<file path="src/rtl/acc_xfer_unit.sv">
module acc_xfer_unit #(
  parameter int DW = 8
) (
  input  logic          clk,
  input  logic          rst,
  input  logic          start,
  input  logic          op_xchg,
  input  logic [1:0]    mode,
  input  logic          ptr_sel,
  input  logic [1:0]    post_mod,
  input  logic [DW-1:0] operand,
  input  logic          preset_a,
  input  logic          preset_b,
  input  logic          preset_x,
  input  logic [DW-1:0] preset_val,
  output logic [DW-1:0] mem_addr,
  output logic [DW-1:0] mem_wdata,
  output logic          mem_we,
  input  logic [DW-1:0] mem_rdata,
  output logic [DW-1:0] acc,
  output logic [DW-1:0] ptr_b,
  output logic [DW-1:0] ptr_x,
  output logic          busy,
  output logic          done,
  output logic          err
);
  localparam logic [1:0] M_DIR = 2'd0, M_IND = 2'd1, M_IMM = 2'd2;
  localparam logic [1:0] PM_INC = 2'd1, PM_DEC = 2'd2;

  typedef enum logic [2:0] {S_IDLE, S_RD, S_CAP, S_WR, S_FIN} st_t;

  st_t           st;
  logic [DW-1:0] a_q, b_q, x_q, adr_q, old_q;
  logic          xchg_q, sel_q, ind_q, err_q;
  logic [1:0]    pm_q;

  wire           idle    = (st == S_IDLE);
  wire           go      = idle && start;
  wire           bad     = (mode == 2'd3) || (op_xchg && mode == M_IMM);
  wire [DW-1:0]  sel_ptr = ptr_sel ? x_q : b_q;
  wire [DW-1:0]  cur     = sel_q ? x_q : b_q;
  wire           bump    = ind_q && (pm_q == PM_INC || pm_q == PM_DEC);
  wire [DW-1:0]  nxt     = (pm_q == PM_INC) ? cur + DW'(1) : cur - DW'(1);
  wire           ptr_upd = bump && ((st == S_CAP && !xchg_q) || st == S_WR);

  always_ff @(posedge clk) begin
    if (rst) begin
      st     <= S_IDLE;
      a_q    <= '0;
      b_q    <= '0;
      x_q    <= '0;
      adr_q  <= '0;
      old_q  <= '0;
      xchg_q <= 1'b0;
      sel_q  <= 1'b0;
      ind_q  <= 1'b0;
      pm_q   <= 2'd0;
      err_q  <= 1'b0;
    end else begin
      err_q <= go && bad;
      unique case (st)
        S_IDLE: begin
          if (go) begin
            if (!bad) begin
              xchg_q <= op_xchg;
              sel_q  <= ptr_sel;
              pm_q   <= post_mod;
              ind_q  <= (mode == M_IND);
              adr_q  <= (mode == M_IND) ? sel_ptr : operand;
              if (mode == M_IMM) begin
                a_q <= operand;
                st  <= S_FIN;
              end else begin
                st <= S_RD;
              end
            end
          end else begin
            if (preset_a) a_q <= preset_val;
            if (preset_b) b_q <= preset_val;
            if (preset_x) x_q <= preset_val;
          end
        end
        S_RD:  st <= S_CAP;
        S_CAP: begin
          a_q   <= mem_rdata;
          old_q <= a_q;
          st    <= xchg_q ? S_WR : S_FIN;
        end
        S_WR:  st <= S_FIN;
        S_FIN: st <= S_IDLE;
        default: st <= S_IDLE;
      endcase
      if (ptr_upd) begin
        if (sel_q) x_q <= nxt;
        else       b_q <= nxt;
      end
    end
  end

  assign mem_addr  = adr_q;
  assign mem_wdata = old_q;
  assign mem_we    = (st == S_WR);
  assign acc       = a_q;
  assign ptr_b     = b_q;
  assign ptr_x     = x_q;
  assign busy      = !idle;
  assign done      = (st == S_FIN);
  assign err       = err_q;

  wire unused_ok = ^{M_DIR};
endmodule

</file>
<file path="config.mk">
export PLATFORM = sky130hd
export DESIGN_NAME = acc_xfer_unit
export DESIGN_NICKNAME = d
export VERILOG_FILES = /design/src/rtl/acc_xfer_unit.sv
export SDC_FILE = /design/constraint.sdc
export NUM_CORES = 1
export LEC_CHECK = 0
export BUFFER_PORTS_ARGS = -buffer_cell sky130_fd_sc_hd__buf_2
export CELL_PAD_IN_SITES_DETAIL_PLACEMENT = 0
export CELL_PAD_IN_SITES_GLOBAL_PLACEMENT = 2
export CORE_AREA = 3 3 97 99
export CTS_CLUSTER_SIZE = 14
export DETAILED_ROUTE_END_ITERATION = 10
export DIE_AREA = 0 0 100 102
export HOLD_SLACK_MARGIN = 0.06
export PLACE_DENSITY = 0.83
export SLEW_MARGIN = 20
export SYNTH_ARGS = -nofsm -noshare
export SYNTH_HDL_FRONTEND = slang
export SYNTH_SLANG_ARGS = --single-unit
export TNS_END_PERCENT = 50
</file>
<file path="constraint.sdc">
create_clock -name clk -period 3.3 [get_ports clk]
set_clock_uncertainty 0.05 [all_clocks]
set_input_delay 0.33 -clock clk [delete_from_list [all_inputs] [get_ports clk]]
set_output_delay 0.33 -clock clk [all_outputs]
set_load 0.05 [all_outputs]
</file>
# [Word-level counts from Yosys, hierarchy flattened]
# Cells that the tools add are included.
# W data, S select, Z words.
[classes] addsub=2 mux=24 n_bitwise=1 reduce_logical=16 n_eq_ne=14
[op_table] operator="$mux W8" n=18
[op_table] operator="$pmux W8 S2" n=1
[op_table] operator="$mux W3" n=4
[op_table] operator="$pmux W3 S4" n=1
[op_table] operator="$add A8 B1 Y8 const B" n=1
[op_table] operator="$sub A8 B1 Y8 const B" n=1
[op_table] operator="$eq A2 B2 Y1 const B" n=3
[op_table] operator="$eq A3 B2 Y1 const B" n=2
[op_table] operator="$logic_and A1 B1 Y1" n=6
[op_table] operator="$ne A3 B2 Y1 const B" n=2
[op_table] operator="$eq A2 B1 Y1 const B" n=2
[op_table] operator="$reduce_and A4 Y1" n=1
[op_table] operator="$eq A3 B1 Y1 const B" n=1
[op_table] operator="$eq A3 B3 Y1 const B" n=1
[op_table] operator="$logic_not A3 Y1" n=1
[op_table] operator="$logic_or A1 B1 Y1" n=3
[op_table] operator="$ne A3 B3 Y1 const B" n=1
[op_table] operator="$reduce_and A3 Y1" n=1
[op_table] operator="$logic_not A1 Y1" n=2
[op_table] operator="$ne A2 B1 Y1 const B" n=1
[op_table] operator="$ne A2 B2 Y1 const B" n=1
[op_table] operator="$reduce_and A2 Y1" n=1
[op_table] operator="$reduce_bool A2 Y1" n=1
[op_table] operator="$not A1 Y1" n=1
[word_totals] out_inout_bits=44 in_bits=36 register_bits=49

# [Depth between registers and ports, before layout]
[depth] word_depth=6 mapped_depth=11 mapped_depth_nobuf=10

# [Worst setup path before layout]
# Ideal clock, no wire load.
[synth_timing] kind="register to register" startpoint="reg sel_q" endpoint="reg b_q[5], in the netlist ptr_b[5]" synth_period_minus_slack_ns=2.272 arrival_time_ns=2.136 path_stages_with_launch=11 slack_ns=1.028 path_cell_list="dfxtp_1 > buf_6 > buf_2 > mux2_2 > ha_1 > inv_1 > o31a_1 > o211ai_1 > nand2_1 > xnor2_1 > a211oi_1"
[synth_between] elab_chain_cells=5 word_cells_on_any_way=6 cone_classes="2 x add/sub; 4 x mux"
[synth_lines] element="from (decl)" line_no="34" text="logic xchg_q, sel_q, ind_q, err_q;"
[synth_lines] element="from (signal assigned)" line_no="66" text="sel_q <= ptr_sel;"
[synth_lines] element="$mux W8" line_no="41" text="wire [DW-1:0] cur = sel_q ? x_q : b_q;"
[synth_lines] element="$sub A8 B1 Y8 or $add A8 B1 Y8 (tied branches)" line_no="43" text="wire [DW-1:0] nxt = (pm_q == PM_INC) ? cur + DW'(1) : cur - DW'(1);"
[synth_lines] element="$mux W8" line_no="43"
[synth_lines] element="$mux W8 *" line_no="94" text="if (sel_q) x_q <= nxt;"
[synth_lines] element="$mux W8 *" line_no="93" text="if (ptr_upd) begin"
[synth_lines] element="to (signal assigned)" line_no="79" text="if (preset_b) b_q <= preset_val;"
[synth_lines] element="to (signal assigned)" line_no="95" text="else b_q <= nxt;"
[synth_lines] element="to (decl)" line_no="33" text="logic [DW-1:0] a_q, b_q, x_q, adr_q, old_q;"
# Every way passes the cells marked *; elsewhere a longest branch is shown, timed or not.
# A chain may end at the register's enable or synchronous reset.

# [Worst setup path after layout]
[layout_timing] startpoint="reg sel_q" endpoint="reg x_q[4], in the netlist ptr_x[4]"
[layout_between] elab_chain_cells=5 word_cells_on_any_way=6 cone_classes="2 x add/sub; 4 x mux"
[layout_lines] element="$mux W8" line_no="41"
[layout_lines] element="$sub A8 B1 Y8 or $add A8 B1 Y8 (tied branches)" line_no="43"
[layout_lines] element="$mux W8" line_no="43"
[layout_lines] element="$mux W8 *" line_no="94"
[layout_lines] element="$mux W8 *" line_no="93"
[layout_lines] element="to (signal assigned)" line_no="80" text="if (preset_x) x_q <= preset_val;"
[layout_lines] element="to (signal assigned)" line_no="94"
[layout_lines] element="to (decl)" line_no="33"
# Marks and branches as above.

==> results.py <==
metrics = {
    "timing": {
        "hold_viol_final": 0,
        "rsz0062_at_grt": "no",
        "slew_viol_final": 0,
        "tns_ps": 0,
        "finalCritPeriodShare": 0.714,
        "slew_headroom": 0.345,
        "timing_worst_slew_pin_value_ps": 983,
        "period_needed_ps": 2350,
        "fmax_ghz": 0.425,
        "setup_viol": 0,
    },
    "worst_hold_path": {
        "hold_start": "post_mod[1]",
        "hold_end": "pm_q[1]",
        "hold_depth": 3,
        "hold_path_class": "in2reg",
    },
    "power": {
        "power_leakage_nw": 1.45,
        "peakVddDrop_mv": 0.181,
        "power.density_nw_per_um2": 458,
    },
    "synth": {
        "yosysSeqAreaShare": 0.355,
        "synth_common_cells": "nand2_1, dfxtp_1, nor2_1",
        "syn_area_per_cell_um2": 8.15,
        "syn-num-nets": 382,
        "yosys_warnings": 0,
        "synth_most_common_cell": "nand2_1",
        "yosysTopAreaCell": "dfxtp_1",
        "synthCells": 339,
        "synth-async-reset-ratio": 0,
        "yosys_register_bits": 49,
        "synth.distinct_cells": 47,
        "synth_edf_count": 0,
        "synthDominantCellAreaShare": 0.355,
        "ys_top_cells_by_area": "dfxtp_1, mux2i_1, nand2_1",
        "ys.flop_type": "dfxtp_1",
        "syn_area_um2": 2760,
    },
    "routing": {
        "drtIter0Drc": 114,
        "ant_nets": 0,
        "num_vias": 2672,
        "first_pass_iters": 4,
        "via_per_inst": 5.21,
        "drc": 0,
        "totalWireLength_um": 8360,
        "wire_per_inst_um": 16.3,
    },
    "clock_network": {
        "clk_latency_ps": 310,
        "cts.sinks": 49,
        "cts_tree": "yes",
        "htree_levels": 2,
        "cts_made_buffers": 5,
        "hold_buffers": 0,
        "cts_setup_buffers": 0,
        "cts_resized": 0,
        "clockBufferDepth": 2,
        "cts_root_buf": "clkbuf_8",
        "path_clk_slew_ps": 100,
    },
    "placed_design": {
        "dp_hpwl_um": 6260,
        "gp_congestion": 0.810,
        "dpl.cell_count": 505,
        "portBuffers": 79,
    },
    "grt": {
        "first_global_vias": 2532,
        "grt_pass1_wl_um": 13200,
        "grt_use_total": 0.163,
        "grt_max_degree": 50,
        "grt_antenna_before_repair": 0,
        "grt_overflow": 0,
    },
    "die": {
        "die_w_um": 100,
        "rows": 34,
        "start_util": 0.320,
        "core_area_um2": 8640,
        "dieArea_um2": 10200,
        "dieHeight_um": 102,
        "io-pin-count": 80,
    },
    "critical_path": {
        "critPathTopFamily": "compound AO/OA/AOI/OAI gates",
        "crit_slowest_cell": "dfxtp_1",
        "required_ps": 3460,
        "reg2reg_slack_ps": 950,
        "critPathKind": "reg2reg",
        "r2r_cells": 9,
        "path_cells": "mux2i_4 -> xnor2_2 -> inv_1 -> ha_1 -> o21bai_2 -> a31oi_1 -> xnor2_1 -> nor2_1 -> a311oi_1",
        "crit_start": "sel_q",
        "r2r_end": "ptr_x[4]",
        "start_kind": "register",
        "rr_startpoint": "sel_q",
        "cpPeakStageDelay_ps": 510,
        "path_max_fanout": 6,
        "critPathBufInv": 1,
        "end_kind": "register",
        "critPathArrivalTime_ps": 2520,
    },
    "final_layout": {
        "synthToLayoutAreaGrowth_pct": 18.9,
        "antenna_cells": 0,
        "nNetsFinal": 447,
        "layout-drive-gt1-share": 0.257,
        "instances_no_fill": 513,
    },
    "job": {
        "maxCapViolations": 0,
    },
    "outcome": {
        "status": "finished clean",
    },
}
state kept, by name, summed over array words and instances (netlist names):
signal / flops
ind_q: 1
xchg_q: 1
ptr_x: 8
pm_q: 2
mem_addr: 8
st: 3
acc: 8
ptr_b: 8
mem_wdata: 8
sel_q: 1
err: 1
worst max path at each step:
stage / to / cells past startpoint / slack (ps)
6_report: ptr_x[4] / 9 / 950
5_1_grt: ptr_b[5] / 8 / 760
4_1_cts: ptr_x[4] / 9 / 920
3_5_place_dp: ptr_x[4] / 9 / 950
3_3_place_gp: ptr_b[4] / 9 / 1020
2_1_floorplan: ptr_b[5] / 10 / 1030
cells by family (layout without fill, tap and decap cells):
logic type,after synthesis,in the layout,share of synthesized area
and+or+nand+nor,127,127,0.206
AOI/OAI and AO/OA,85,85,0.209
adders and majority gates,7,7,0.0317
xor gates and xnor gates,10,10,0.0344
DFF,49,49,0.355
buffers and inverters,32,98,0.0516
muxes,29,29,0.112
metrics by stage:
stage / worst slack [ps] / power (mW) / util / hold WS (ps) / area (um2)
floorplan: 1030 / 1.04 / - / 370 / 2760
global placement: 1020 / 1.16 / 0.371 / 389 / 3200
detailed placement: 948 / 1.17 / 0.371 / 397 / 3200
CTS: 921 / 1.52 / 0.380 / 205 / 3290
global route: 762 / 1.59 / 0.380 / 224 / 3290
finish: 945 / 1.50 / 0.380 / 202 / 3290
tightest hold or removal path, stage by stage:
cell and delay, ps:
buf_2 80, mux2i_1 50, nor2_1 70
power breakdown:
group,leakage (nW),total (mW),switching [mW],internal (mW)
sequential,0.400,0.668,0.0389,0.629
clock,0.0450,0.357,0.209,0.148
combinational,1.01,0.481,0.322,0.159
total,1.45,1.50,0.569,0.936
routing by layer:
| metal | vias up | routed length (um) | GRT usage |
|---|---|---|---|
| met4 | 0 | 96 | 0.0394 |
| met3 | 10 | 507 | 0.0328 |
| li1 | 1336 | - | - |
| met5 | - | 0 | 0 |
| met1 | 1243 | 3970 | 0.228 |
| met2 | 83 | 3790 | 0.258 |
cell usage in the layout (no fill, tap or decap), types with 6 or more instances in the layout:
cell type	netlist	routed
a211oi_1	12	12
a21oi_1	32	32
a311oi_1	6	6
buf_2	6	79
dfxtp_1	49	49
ha_1	7	7
inv_1	7	7
mux2_2	6	6
mux2i_1	22	22
nand2_1	54	54
nand3_1	14	14
nor2_1	33	33
o211ai_1	10	10
xnor2_1	6	6
final cells by class:
type / instances / area, um2
well taps: 108 / 135
inverters: 8 / 30.0
repair buffers: 82 / 418
fillers: 933 / 5350
clock inverters: 2 / 10.0
flip-flops and latches: 49 / 981
clock buffers: 6 / 72.6
multi-input cells: 258 / 1640
(Power assumes the default switching activity.)
